===== config.mk =====
export PLATFORM = sky130hd
export DESIGN_NAME = dma_round_sched
export DESIGN_NICKNAME = d
export VERILOG_FILES = /design/src/rtl/dma_sched_pkg.sv /design/src/rtl/dma_sched_rr_pick.sv /design/src/rtl/dma_round_sched.sv
export SDC_FILE = /design/constraint.sdc
export NUM_CORES = 1
export LEC_CHECK = 0
export ABC_AREA = 1
export BUFFER_PORTS_ARGS = -buffer_cell sky130_fd_sc_hd__buf_4
export CORE_ASPECT_RATIO = 0.6
export CORE_MARGIN = 3
export CORE_UTILIZATION = 40
export CTS_CLUSTER_SIZE = 30
export DETAILED_ROUTE_END_ITERATION = 12
export PLACE_DENSITY = 0.61
export SYNTH_ARGS = -nofsm -noshare
export SYNTH_HDL_FRONTEND = slang
export SYNTH_SLANG_ARGS = --single-unit
export TNS_END_PERCENT = 1

===== constraint.sdc =====
create_clock -name clk -period 6.9 [get_ports clk]
set_input_delay 0.345 -clock clk [delete_from_list [all_inputs] [get_ports clk]]
set_output_delay 0.345 -clock clk [all_outputs]
set_load 0.005 [all_outputs]

===== src/rtl/dma_sched_pkg.sv =====
package dma_sched_pkg;

    // index of the channel following i, wrapping at n
    function automatic int wrap_inc(input int i, input int n);
        return (i + 1 >= n) ? 0 : i + 1;
    endfunction

endpackage


===== src/rtl/dma_sched_rr_pick.sv =====
module dma_sched_rr_pick #(
    parameter int NUM_CH = 8,
    localparam int IW = (NUM_CH > 1) ? $clog2(NUM_CH) : 1
) (
    input  logic [NUM_CH-1:0] cand,
    input  logic [IW-1:0]     start,
    output logic [NUM_CH-1:0] pick_oh,
    output logic [IW-1:0]     pick_idx,
    output logic              found
);

    // search from start upward with wrap; the smallest offset wins
    always_comb begin
        found    = 1'b0;
        pick_idx = '0;
        for (int off = NUM_CH - 1; off >= 0; off--) begin
            int p;
            p = int'(start) + off;
            if (p >= NUM_CH) p = p - NUM_CH;
            if (cand[p]) begin
                found    = 1'b1;
                pick_idx = IW'(p);
            end
        end
        pick_oh = found ? (NUM_CH'(1) << pick_idx) : '0;
    end

endmodule


===== src/rtl/dma_round_sched.sv =====
module dma_round_sched #(
    parameter int NUM_CH = 8
) (
    input  logic              clk,
    input  logic              rst_n,
    input  logic [NUM_CH-1:0] chan_req,
    input  logic [NUM_CH-1:0] chan_en,
    input  logic [NUM_CH-1:0] chan_hipri,
    input  logic              issue_accept,
    output logic [NUM_CH-1:0] grant_onehot,
    output logic              grant_valid
);

    localparam int IW     = (NUM_CH > 1) ? $clog2(NUM_CH) : 1;
    localparam int NPICK  = 3;
    localparam int P_HI   = 0;   // unserved urgent channels
    localparam int P_LO   = 1;   // ordinary channels
    localparam int P_NEW  = 2;   // all urgent channels, new round

    typedef struct packed {
        logic [NUM_CH-1:0] gnt;
        logic              gnt_hi;
        logic [IW-1:0]     gidx;
        logic [NUM_CH-1:0] served;
        logic [IW-1:0]     hptr;
        logic [IW-1:0]     lptr;
    } sched_st_t;

    sched_st_t st_q, st_d;

    logic [NUM_CH-1:0] elig;
    logic [NUM_CH-1:0] gnt_live;
    logic              acc;

    // state after the bookkeeping of this cycle's accept
    logic [NUM_CH-1:0] served_u;
    logic [IW-1:0]     hptr_u;
    logic [IW-1:0]     lptr_u;

    logic [NUM_CH-1:0] pk_cand  [NPICK];
    logic [IW-1:0]     pk_start [NPICK];
    logic [NUM_CH-1:0] pk_oh    [NPICK];
    logic [IW-1:0]     pk_idx   [NPICK];
    logic              pk_found [NPICK];

    assign elig         = chan_req & chan_en;
    assign gnt_live     = st_q.gnt & elig;
    assign grant_onehot = gnt_live;
    assign grant_valid  = |gnt_live;
    assign acc          = issue_accept & grant_valid;

    always_comb begin
        served_u = st_q.served;
        hptr_u   = st_q.hptr;
        lptr_u   = st_q.lptr;
        if (acc) begin
            if (st_q.gnt_hi) begin
                served_u = st_q.served | st_q.gnt;
                hptr_u   = IW'(dma_sched_pkg::wrap_inc(int'(st_q.gidx), NUM_CH));
            end else begin
                served_u = '0;
                lptr_u   = IW'(dma_sched_pkg::wrap_inc(int'(st_q.gidx), NUM_CH));
            end
        end
    end

    assign pk_cand[P_HI]   = elig & chan_hipri & ~served_u;
    assign pk_start[P_HI]  = hptr_u;
    assign pk_cand[P_LO]   = elig & ~chan_hipri;
    assign pk_start[P_LO]  = lptr_u;
    assign pk_cand[P_NEW]  = elig & chan_hipri;
    assign pk_start[P_NEW] = hptr_u;

    for (genvar g = 0; g < NPICK; g++) begin : g_pick
        dma_sched_rr_pick #(.NUM_CH(NUM_CH)) u_pick (
            .cand     (pk_cand[g]),
            .start    (pk_start[g]),
            .pick_oh  (pk_oh[g]),
            .pick_idx (pk_idx[g]),
            .found    (pk_found[g])
        );
    end

    always_comb begin
        st_d        = st_q;
        st_d.served = served_u;
        st_d.hptr   = hptr_u;
        st_d.lptr   = lptr_u;
        if (!grant_valid || acc) begin
            if (pk_found[P_HI]) begin
                st_d.gnt    = pk_oh[P_HI];
                st_d.gnt_hi = 1'b1;
                st_d.gidx   = pk_idx[P_HI];
            end else if (pk_found[P_LO]) begin
                st_d.gnt    = pk_oh[P_LO];
                st_d.gnt_hi = 1'b0;
                st_d.gidx   = pk_idx[P_LO];
            end else if (pk_found[P_NEW]) begin
                st_d.gnt    = pk_oh[P_NEW];
                st_d.gnt_hi = 1'b1;
                st_d.gidx   = pk_idx[P_NEW];
                st_d.served = '0;
            end else begin
                st_d.gnt    = '0;
                st_d.gnt_hi = 1'b0;
                st_d.gidx   = '0;
            end
        end
    end

    always_ff @(posedge clk) begin
        if (!rst_n) begin
            st_q <= '0;
        end else begin
            st_q <= st_d;
        end
    end

    AST_GRANT_ONEHOT: assert property (@(posedge clk) disable iff (!rst_n)
        $onehot0(grant_onehot));

    AST_GRANT_HELD: assert property (@(posedge clk) disable iff (!rst_n)
        (grant_valid && !issue_accept) |=>
            (grant_onehot == $past(grant_onehot)) ||
            (($past(grant_onehot) & chan_req & chan_en) == '0));

    AST_HI_ONCE_PER_ROUND: assert property (@(posedge clk) disable iff (!rst_n)
        (grant_valid && st_q.gnt_hi) |-> ((st_q.gnt & st_q.served) == '0));

    AST_LO_CLOSES_ROUND: assert property (@(posedge clk) disable iff (!rst_n)
        (acc && !st_q.gnt_hi) |=> (st_q.served == '0));

    AST_NO_IDLE_SLOT: assert property (@(posedge clk) disable iff (!rst_n)
        (!grant_valid && (elig != '0)) |=> (st_q.gnt != '0));

    AST_ONLY_ENABLED: assert property (@(posedge clk) disable iff (!rst_n)
        1'b1 |=> ((st_q.gnt & ~$past(chan_en & chan_req)) == '0));

endmodule


; ---- Word level (Yosys, flattened, before mapping)
; Index checks and enable logic that the tools add are counted.
[totals]
ff_bits = 26
in_bits = 27
out_inout_bits = 9
wordCells = 235
[op_classes]
n_addsub = 31
order_cmp = 33
shifts = 3
mux = 150
bitwise_logic = 9
reduce_logical = 3
[op_table]
columns = operator, count
row1 = $lt A32 B5 Y1 const B, 16
row2 = $mux W32, 16
row3 = $ge A32 B5 Y1 const B, 14
row4 = $sub A32 B5 Y32 const B, 14
row5 = $mux W3, 29
row6 = $bmux W1 S3, 24
row7 = $mux W1, 72
row8 = $mux W8, 6
row9 = $and A8 B8 Y8, 5
row10 = $mux W12, 3
row11 = $add A3 B3 Y4 const B, 8
row12 = $shl A1 B3 Y8 const A, 3
row13 = $add A3 B2 Y4 const B, 4
row14 = $not A8 Y8, 2
row15 = $add A3 B1 Y4 const B, 3
row16 = $sub A3 B4 Y5 const B, 2
row17 = $ge A3 B4 Y1 const B, 2
row18 = $or A8 B8 Y8, 1
row19 = $reduce_or A8 Y1, 1
row20 = $ge A4 B4 Y1 const B, 1
row21 = $and A1 B1 Y1, 1
row22 = $logic_not A1 Y1, 1
row23 = $logic_or A1 B1 Y1, 1

; ---- Longest topological paths before layout
; Gate-level depths: netlist (run 1).
[logic_depth]
ltp_word = 23
ltp_mapped = 32
ltp_nobuf = 31

; ---- By module
; Synthesis (run 1) repeated with hierarchy kept, for this count alone.
[unflattened]
hier_cells = 718
hier_area_um2 = 3966.3
[by_module_without_submodules]
columns = mod, n_inst, cells_per_inst, area_per_inst_um2, seq_area_each_um2
row1 = dma_sched_rr_pick, 3, 142, 744.5, 0.0
row2 = dma_round_sched, 1, 292, 1732.9, 520.5

; ---- Least setup slack after synthesis (run 1)
; No wires, ideal clock.
[synth_timing]
kind = reg-to-reg
start = register st_q[14] in the netlist's numbering
end = register st_q[11] in the netlist's numbering
setup_time_ns = 0.126
t_arrival_ns = 2.892
required_ns = 6.774
slack_ns = 3.882
stages_incl_launch_ff = 20
path_buffers = 1
synth_period_minus_slack_ns = 3.018
path_cell_list = dfxtp_1 -> ha_1 -> o21ai_0 -> nand3_1 -> nand2_4 -> inv_2 -> buf_4 -> ha_1 -> inv_1 -> nand3_1 -> nand3_1 -> nand2_2 -> inv_2 -> nand4_2 -> nor2_4 -> inv_2 -> nor2_8 -> inv_4 -> o21ai_4 -> nor2_1
[synth_via]
elab_chain_len = 23
elab_cells_between_ends = 169
cone_classes = 31 x add/sub / 17 x order compare / 121 x mux
[synth_rtl]
columns = item, line
row1 = "start, declared", dma_round_sched.sv:29  ; sched_st_t st_q, st_d;
row2 = "start signal, assigned", dma_round_sched.sv:115  ; st_q <= st_d;
row3 = $add A3 B1 Y4 *, dma_sched_pkg.sv:5  ; return (i + 1 >= n) ? 0 : i + 1;
row4 = $ge A4 B4 Y1, dma_sched_pkg.sv:5
row5 = $mux W3 *, dma_sched_pkg.sv:5
row6 = $mux W3 *, dma_round_sched.sv:57  ; if (st_q.gnt_hi) begin
row7 = $mux W3 *, dma_round_sched.sv:56  ; if (acc) begin
row8 = via g_pick[0].u_pick.start[1], dma_sched_rr_pick.sv:6  ; input logic [IW-1:0] start,
row9 = $add A3 B3 Y4, dma_sched_rr_pick.sv:18  ; p = int'(start) + off;
row10 = $sub A32 B5 Y32 or $ge A32 B5 Y1 (tied branches), dma_sched_rr_pick.sv:19  ; if (p >= NUM_CH) p = p - NUM_CH;
row11 = $mux W32, dma_sched_rr_pick.sv:19
row12 = $bmux W1 S3, dma_sched_rr_pick.sv:20  ; if (cand[p]) begin
row13 = $mux W1 (implied by the code) (2 in series), dma_sched_rr_pick.sv:20
row14 = $mux W1 (8 in series), dma_sched_rr_pick.sv:20
row15 = $mux W8, dma_round_sched.sv:98  ; end else if (pk_found[P_NEW]) begin
row16 = $mux W8, dma_round_sched.sv:94  ; end else if (pk_found[P_LO]) begin
row17 = $mux W8 *, dma_round_sched.sv:90  ; if (pk_found[P_HI]) begin
row18 = $mux W8 *, dma_round_sched.sv:89  ; if (!grant_valid || acc) begin
; The timed path passes the listed nets; every way through them passes the cells marked *. The select of a mux whose other input is x is not followed.
; A chain may end at the register's enable or synchronous reset.

; ---- Final worst setup path (run 1)
[layout_timing]
start = register st_q[22] in the netlist's numbering
end = register st_q[19] in the netlist's numbering
[layout_via]
elab_cells_between_ends = 200
cone_classes = 30 x add/sub / 16 x order compare / 3 x shift / 143 x mux / 5 x bitwise / 3 x reduce/logical
[layout_rtl]
columns = item, line
row1 = $and A8 B8 Y8 *, dma_round_sched.sv:47  ; assign gnt_live = st_q.gnt & elig;
row2 = $reduce_or A8 Y1 *, dma_round_sched.sv:49  ; assign grant_valid = |gnt_live;
row3 = $and A1 B1 Y1 *, dma_round_sched.sv:50  ; assign acc = issue_accept & grant_valid;
row4 = $mux W3 *, dma_round_sched.sv:56
row5 = via g_pick[1].u_pick.start[0], dma_sched_rr_pick.sv:6
row6 = $add A3 B3 Y4, dma_sched_rr_pick.sv:18
row7 = $sub A32 B5 Y32 or $ge A32 B5 Y1 (tied branches), dma_sched_rr_pick.sv:19
row8 = $mux W32, dma_sched_rr_pick.sv:19
row9 = $bmux W1 S3, dma_sched_rr_pick.sv:20
row10 = $mux W1 (implied by the code) (2 in series), dma_sched_rr_pick.sv:20
row11 = $mux W3 (8 in series), dma_sched_rr_pick.sv:20
row12 = $shl A1 B3 Y8, dma_sched_rr_pick.sv:25  ; pick_oh = found ? (NUM_CH'(1) << pick_idx) : '0;
row13 = $mux W12 *, dma_round_sched.sv:94
row14 = $mux W12 *, dma_round_sched.sv:90
; Marked as above.

==> reports/results.ini, run 1 <==
[worst_setup_path]
arrival_ns=4.36
cp-end-kind=flip-flop
rrSetupSlack_ns=2.73
crit_family=simple AND/OR/NAND/NOR gates
reg2reg_from=st_q[22]
slowest_stage=dfxtp_1
critPathLaunchType=flip-flop
path_class=reg -> reg
reg2reg_depth=23
critPathMaxFanout=18
worst_r2r_endpoint=st_q[19]
critPathMaxStageDelay_ns=0.47
required_ns=7.09
crit_chain=nand3_1, nand2_2, nor2_2, nand2_4, nand3_2, nand2_2, inv_1, ha_1, inv_1, nand3_1, nand3_1, nand2_1, inv_1, nand4_1, nor2_4, nand2_2, nor2_1, nand2_1, inv_2, nand3_1, a21oi_1, nor2_1, nor2_1
cp-startpoint=st_q[22]
crit_top_cell=nand3_1
cp.buffers_inverters=4

[clock_network]
clock_path_buffers=2
tritoncts=done
insertion_delay_ns=0.26
cts_root_buf=clkbuf_16
clock_sinks=26
cts_buffers=3
ctsResizeCount=0
path_clk_slew_ns=0.07
ctsHoldBuffers=0
postCtsSetupRepairBufs=0
h-tree-depth=1

[pwr]
leakage_uw=0.00238
ir_drop_mv=0.155
power_per_cell_area_mw_per_mm2=604

[outcome]
status=finished, final reports clean

[drt]
routed_via_density=5.49
ant_nets=0
remaining_drc_errors=0
wirelength_mm=13.8
post_drt_wl_per_cell_um=15.6
drt-initial-drc-count=615
vias=4849
first_pass_iters=5

[sta]
rsz0062_at_grt=false
max_slew.worst_pin.slew_ns=0.426
fmax_ghz=0.240
fin_setup_tns_ns=0
slew_viol_final=0
whs_ns=0.381
fin_skew_ns=0.00277
fin_crit_ns=4.17
setup_viol=0
timing.final.hold_violations=0
relSlewSlack=0.715
finalCritPeriodShare=0.605

[die]
die_w_um=134
initial_utilization=0.419
num_rows=27
io_pins=36
die_area_mm2=0.0110
die_y_um=82.6
coreArea_mm2=0.00932

[yosys]
yosys.area.top_type=nand2_1
synth_enable_flop_cells=0
syn_area_mm2=0.00391
synthFlopType=dfxtp_1
synth_top_area_share=0.234
syn_inst=729
async_flop_share=0
ys_types=33
synth_seq_area_share=0.133
synth.avg_cell_area_um2=5.36
ys_ff_latch=26
synth_area_leaders=nand2_1 23%, nand3_1 21%, dfxtp_1 13%
synth_warnings=0
syn_nets=761

[flow_run]
drv_cap=0

[final_layout]
largest_reg_flops=26
nFillCells=1039
layout-drive-gt1-share=0.168
ff_latch_area_um2=520
multi_input_area_mm2=0.00286
final_nets=788
reg_top3=st_q x26
regMostFlops=st_q
syn2layout_area_growth_pct=9.19
antenna_cells=0

[global_routing]
grt_pass1_wl_mm=21.4
grt_max_degree=19
grt.overflow.total=0
grt_usage=0.247
grt_pass1_vias=4034
grt_antenna_before_repair=0

[worst_hold_path]
hp-start=rst_n
min_to=st_q[18]
hold_depth=3
hp-class=in -> reg

[place]
numPortBuffers=35
gp_congestion=0.954
dp_hpwl_mm=11.4

## power breakdown
part / switching, uW / internal [uW] / total (uW) / leakage (uW)
Clock: 52.9 / 76.9 / 130 / 0.0000370
Sequential: 36.0 / 181 / 217 / 0.000212
Combinational: 1570 / 665 / 2230 / 0.00214
## per-stage QoR
stage	power [uW]	std cells	instance area [um2]	util	setup WS [ns]
floorplan	1930	729	3910	-	3.88
global placement	2380	881	4190	0.450	2.82
detailed placement	2380	881	4190	0.450	2.84
CTS	2520	884	4270	0.458	2.89
global route	2860	884	4270	0.458	2.45
finish	2580	884	4270	0.458	2.73
## worst min-delay path, stage by stage
cell and delay, ns:
buf_4 0.16, nand2_1 0.07, inv_1 0.04
## kinds of logic (layout without fill, tap and decap cells)
logic type      Yosys count  in the layout  synth area share
compound gates           49             49            0.0787
simple gates            534            534             0.637
buf+inv                 115            140             0.135
fa+ha+maj                 5              5            0.0160
flops                    26             26             0.133
## cells in the final DEF (no fill, tap or decap), types with 3 or more instances in the layout
master / count
a21oi_1: 22
a21oi_2: 10
a31oi_1: 3
buf_4: 35
clkbuf_16: 3
dfxtp_1: 26
ha_1: 5
inv_1: 81
inv_2: 18
nand2_1: 244
nand2_2: 33
nand2_4: 6
nand3_1: 164
nand3_2: 12
nand4_1: 3
nor2_1: 59
nor3_1: 4
o21ai_0: 9
## Yosys cell counts (2+ instances only)
library cell / instances
ha_1: 5
inv_2: 18
nand2_1: 244
nor2_2: 2
nor2_4: 2
nand2_2: 33
nor2_1: 59
buf_4: 2
a31oi_1: 3
o21ai_0: 9
a21oi_2: 10
inv_1: 81
o21ai_1: 2
dfxtp_1: 26
nand4_1: 3
nand2_4: 6
nand3_2: 12
nor3_1: 4
and2_1: 2
nand3_1: 164
buf_6: 7
a21oi_1: 22
clkinv_1: 2
buf_8: 2
## routing by layer
metal,vias to the layer above,share of wire,wire (um),global-route usage
met3,8,0.11,1560,0.0769
met1,2207,0.52,7230,0.394
met5,-,0,0,0
li1,2388,-,-,-
met4,0,0.0033,46,0.0144
met2,246,0.36,4950,0.326
## layout make-up
cell class | instances | share of cell area
sequential | 26 | 0.122
multi-input combinational | 588 | 0.670
clock buffer | 3 | 0.0176
inverter | 102 | 0.0903
tap | 130 | 0.0381
timing repair buffer | 35 | 0.0616
## worst max path at each step
stage	to	cells after the start
2_1_floorplan	st_q[11]	19
3_3_place_gp	st_q[19]	25
3_5_place_dp	st_q[19]	25
4_1_cts	st_q[19]	23
5_1_grt	st_q[22]	21
6_report	st_q[19]	23
No activity file was read; power rests on OpenSTA's default activity.
==> run 2, diff against run 1 <==
--- a/config.mk
+++ b/config.mk
@@ -12,7 +12,7 @@
 export CORE_UTILIZATION = 40
 export CTS_CLUSTER_SIZE = 30
 export DETAILED_ROUTE_END_ITERATION = 12
-export PLACE_DENSITY = 0.61
+export PLACE_DENSITY = 0.64
 export SYNTH_ARGS = -nofsm -noshare
 export SYNTH_HDL_FRONTEND = slang
 export SYNTH_SLANG_ARGS = --single-unit
==> constraint.sdc (replaced) <==
create_clock -name clk -period 3.5 [get_ports clk]
set_input_delay 0.175 -clock clk [delete_from_list [all_inputs] [get_ports clk]]
set_output_delay 0.175 -clock clk [all_outputs]
set_load 0.005 [all_outputs]
==> run 2 against run 1 <==
Against the previous run: clock skew is 0.0020 ns higher; utilization increased by 5.2 points; setup slack got worse by 2.5 ns; critical path depth shrank 1; sequential share of layout area down 1.1 points; worst hold slack got worse by 0.16 ns; via count increased by 3.1%; first-iteration DRC count rose by 8.1%; cell count increased by 5.4%; power grew 120%; sequential power up 87%; critical path type unchanged.
==> reports/results.ini, run 2 (same netlist as run 1, synthesis figures left out) <==
[outcome]
status=finished, final reports clean  ; unchanged

[worst_setup_path]
critPathMaxFanout=9  ; was 18
critPathLaunchType=flip-flop  ; unchanged
rrSetupSlack_ns=0.23  ; was 2.73 ns
reg2reg_from=st_q[25]  ; was st_q[22]
arrival_ns=3.46  ; was 4.36 ns
reg2reg_depth=22  ; was 23
path_class=reg -> reg  ; unchanged
cp-end-kind=flip-flop  ; unchanged
worst_r2r_endpoint=st_q[22]  ; was st_q[19]
required_ns=3.70  ; was 7.09 ns

[die]
io_pins=36  ; unchanged
num_rows=27  ; unchanged
die_area_mm2=0.0110  ; unchanged
die_w_um=134  ; unchanged
initial_utilization=0.419  ; unchanged
die_y_um=82.6  ; unchanged
coreArea_mm2=0.00932  ; unchanged

[clock_network]
tritoncts=done  ; unchanged
clock_path_buffers=2  ; unchanged
clock_sinks=26  ; unchanged
path_clk_slew_ns=0.07  ; about the same
cts_buffers=3  ; unchanged
insertion_delay_ns=0.27  ; was 0.26 ns
ctsHoldBuffers=0  ; unchanged
cts_root_buf=clkbuf_16  ; unchanged
h-tree-depth=1  ; unchanged

[global_routing]
grt_usage=0.256  ; was 0.247
grt.overflow.total=0  ; unchanged
grt_pass1_wl_mm=22.5  ; was 21.4 mm
grt_pass1_vias=4295  ; was 4,034
grt_antenna_before_repair=0  ; unchanged
grt_max_degree=19  ; unchanged

[final_layout]
syn2layout_area_growth_pct=21.6  ; was 9.19%
regMostFlops=st_q  ; unchanged
nFillCells=979  ; was 1,039
ff_latch_area_um2=529  ; was 520 um2
instances_no_fill=932  ; was 884
mostFrequentLayoutCell=nand2_1  ; unchanged
multi_input_area_mm2=0.00295  ; was 0.00286 mm2
reg_top3=st_q x26  ; unchanged
antenna_cells=0  ; unchanged
layout-drive-gt1-share=0.246  ; was 0.168
largest_reg_flops=26  ; unchanged
final_nets=835  ; was 788
layout_common_cells=238 x nand2_1, 161 x nand3_1, 80 x buf_4  ; was 244 x nand2_1, 164 x nand3_1, 81 x inv_1

[drt]
routed_via_density=5.36  ; was 5.49
drt-initial-drc-count=665  ; was 615
ant_nets=0  ; unchanged
wirelength_mm=14.1  ; was 13.8 mm
vias=5000  ; was 4,849
remaining_drc_errors=0  ; unchanged
first_pass_iters=6  ; was 5
post_drt_wl_per_cell_um=15.1  ; was 15.6 um

[sta]
setup_viol=0  ; unchanged
finalCritPeriodShare=0.933  ; was 0.605
fmax_ghz=0.306  ; was 0.240 GHz
max_slew.worst_pin.slew_ns=0.386  ; was 0.426 ns
fin_crit_ns=3.27  ; was 4.17 ns
rsz0062_at_grt=true  ; was false
slew_viol_final=0  ; unchanged
fin_skew_ns=0.00475  ; was 0.00277 ns
fin_ws_ns=0.234  ; was 2.73 ns
relSlewSlack=0.741  ; was 0.715
timing.final.hold_violations=0  ; unchanged

[pwr]
leakage_uw=0.00263  ; was 0.00238 uW
power_uw=5720  ; was 2580 uW
power_per_cell_area_mw_per_mm2=1200  ; was 604 mW/mm2
ir_drop_mv=0.377  ; was 0.155 mV

[place]
post-place-cells=918  ; was 881
numPortBuffers=35  ; unchanged
post-place-ws_ns=0.0586  ; was 2.84 ns
dp_hpwl_mm=11.7  ; was 11.4 mm
gp_congestion=0.968  ; was 0.954

[worst_hold_path]
hp-class=in -> reg  ; unchanged
min_to=st_q[21]  ; was st_q[18]
hp-start=rst_n  ; unchanged
hold_depth=3  ; unchanged

[flow_run]
drv_cap=0  ; unchanged

[run 2: layout make-up]
class / count / area share
Inverter: 102 / 0.0816
Clock buffer: 3 / 0.0158
Sequential cell: 26 / 0.111
Clock inverter: 1 / 0.00632
Timing Repair Buffer: 81 / 0.131
Tap cell: 130 / 0.0342
Multi-Input combinational cell: 589 / 0.620
[run 2: stage by stage]
step	instance area [um2]	utilization	TNS (ns)	hold slack, ns
6_report	4750	0.510	0	0.216
3_3_place_gp	4470	0.479	0	0.471
4_1_cts	4580	0.491	0	0.220
3_5_place_dp	4470	0.479	0	0.473
5_1_grt	4750	0.510	-0.00915	0.216
2_1_floorplan	3910	-	0	0.395
[run 2: routing by layer]
metal | wire length, um | vias to the layer above | track usage
met2 | 5090 | 266 | 0.345
met4 | 93 | 0 | 0.0277
met5 | 0 | - | 0
li1 | - | 2494 | -
met1 | 7130 | 2226 | 0.408
met3 | 1770 | 14 | 0.0636
[run 2: worst max-delay path: stages (launching register included)]
cell	delay, ns
dfxtp_2	0.34
nand3_1	0.11
nand2_2	0.10
nor2_4	0.14
nand2_4	0.13
nand2_8	0.15
nand2_4	0.06
nand2_2	0.08
inv_1	0.09
ha_4	0.30
buf_4	0.12
nand3_1	0.10
nand3_1	0.14
nand2_1	0.10
inv_1	0.10
nand4_1	0.13
nor2_4	0.17
nand3_1	0.13
a21oi_4	0.18
nand3_1	0.12
a21oi_2	0.24
nor2_1	0.07
nor2_1	0.10
[run 2: worst max path at each step]
stage | startpoint | to | slack [ns]
final | st_q[25] | st_q[22] | 0.23
after global routing | st_q[20] | st_q[22] | -0.008
after CTS | st_q[19] | st_q[11] | 0.01
after detailed placement | st_q[19] | st_q[11] | 0.06
after global placement | st_q[19] | st_q[23] | 0.10
after floorplan | st_q[14] | st_q[11] | 0.48
[run 2: repair_timing]
action | in CTS | in global routing
setup endpoints to repair | 0 | 20
gates resized for setup | 0 | 28
buffers inserted | 0 | 9
[run 2: report_power, final]
group	internal, uW	switching (uW)
clock	228	117
combinational	1740	3230
sequential	361	44.3
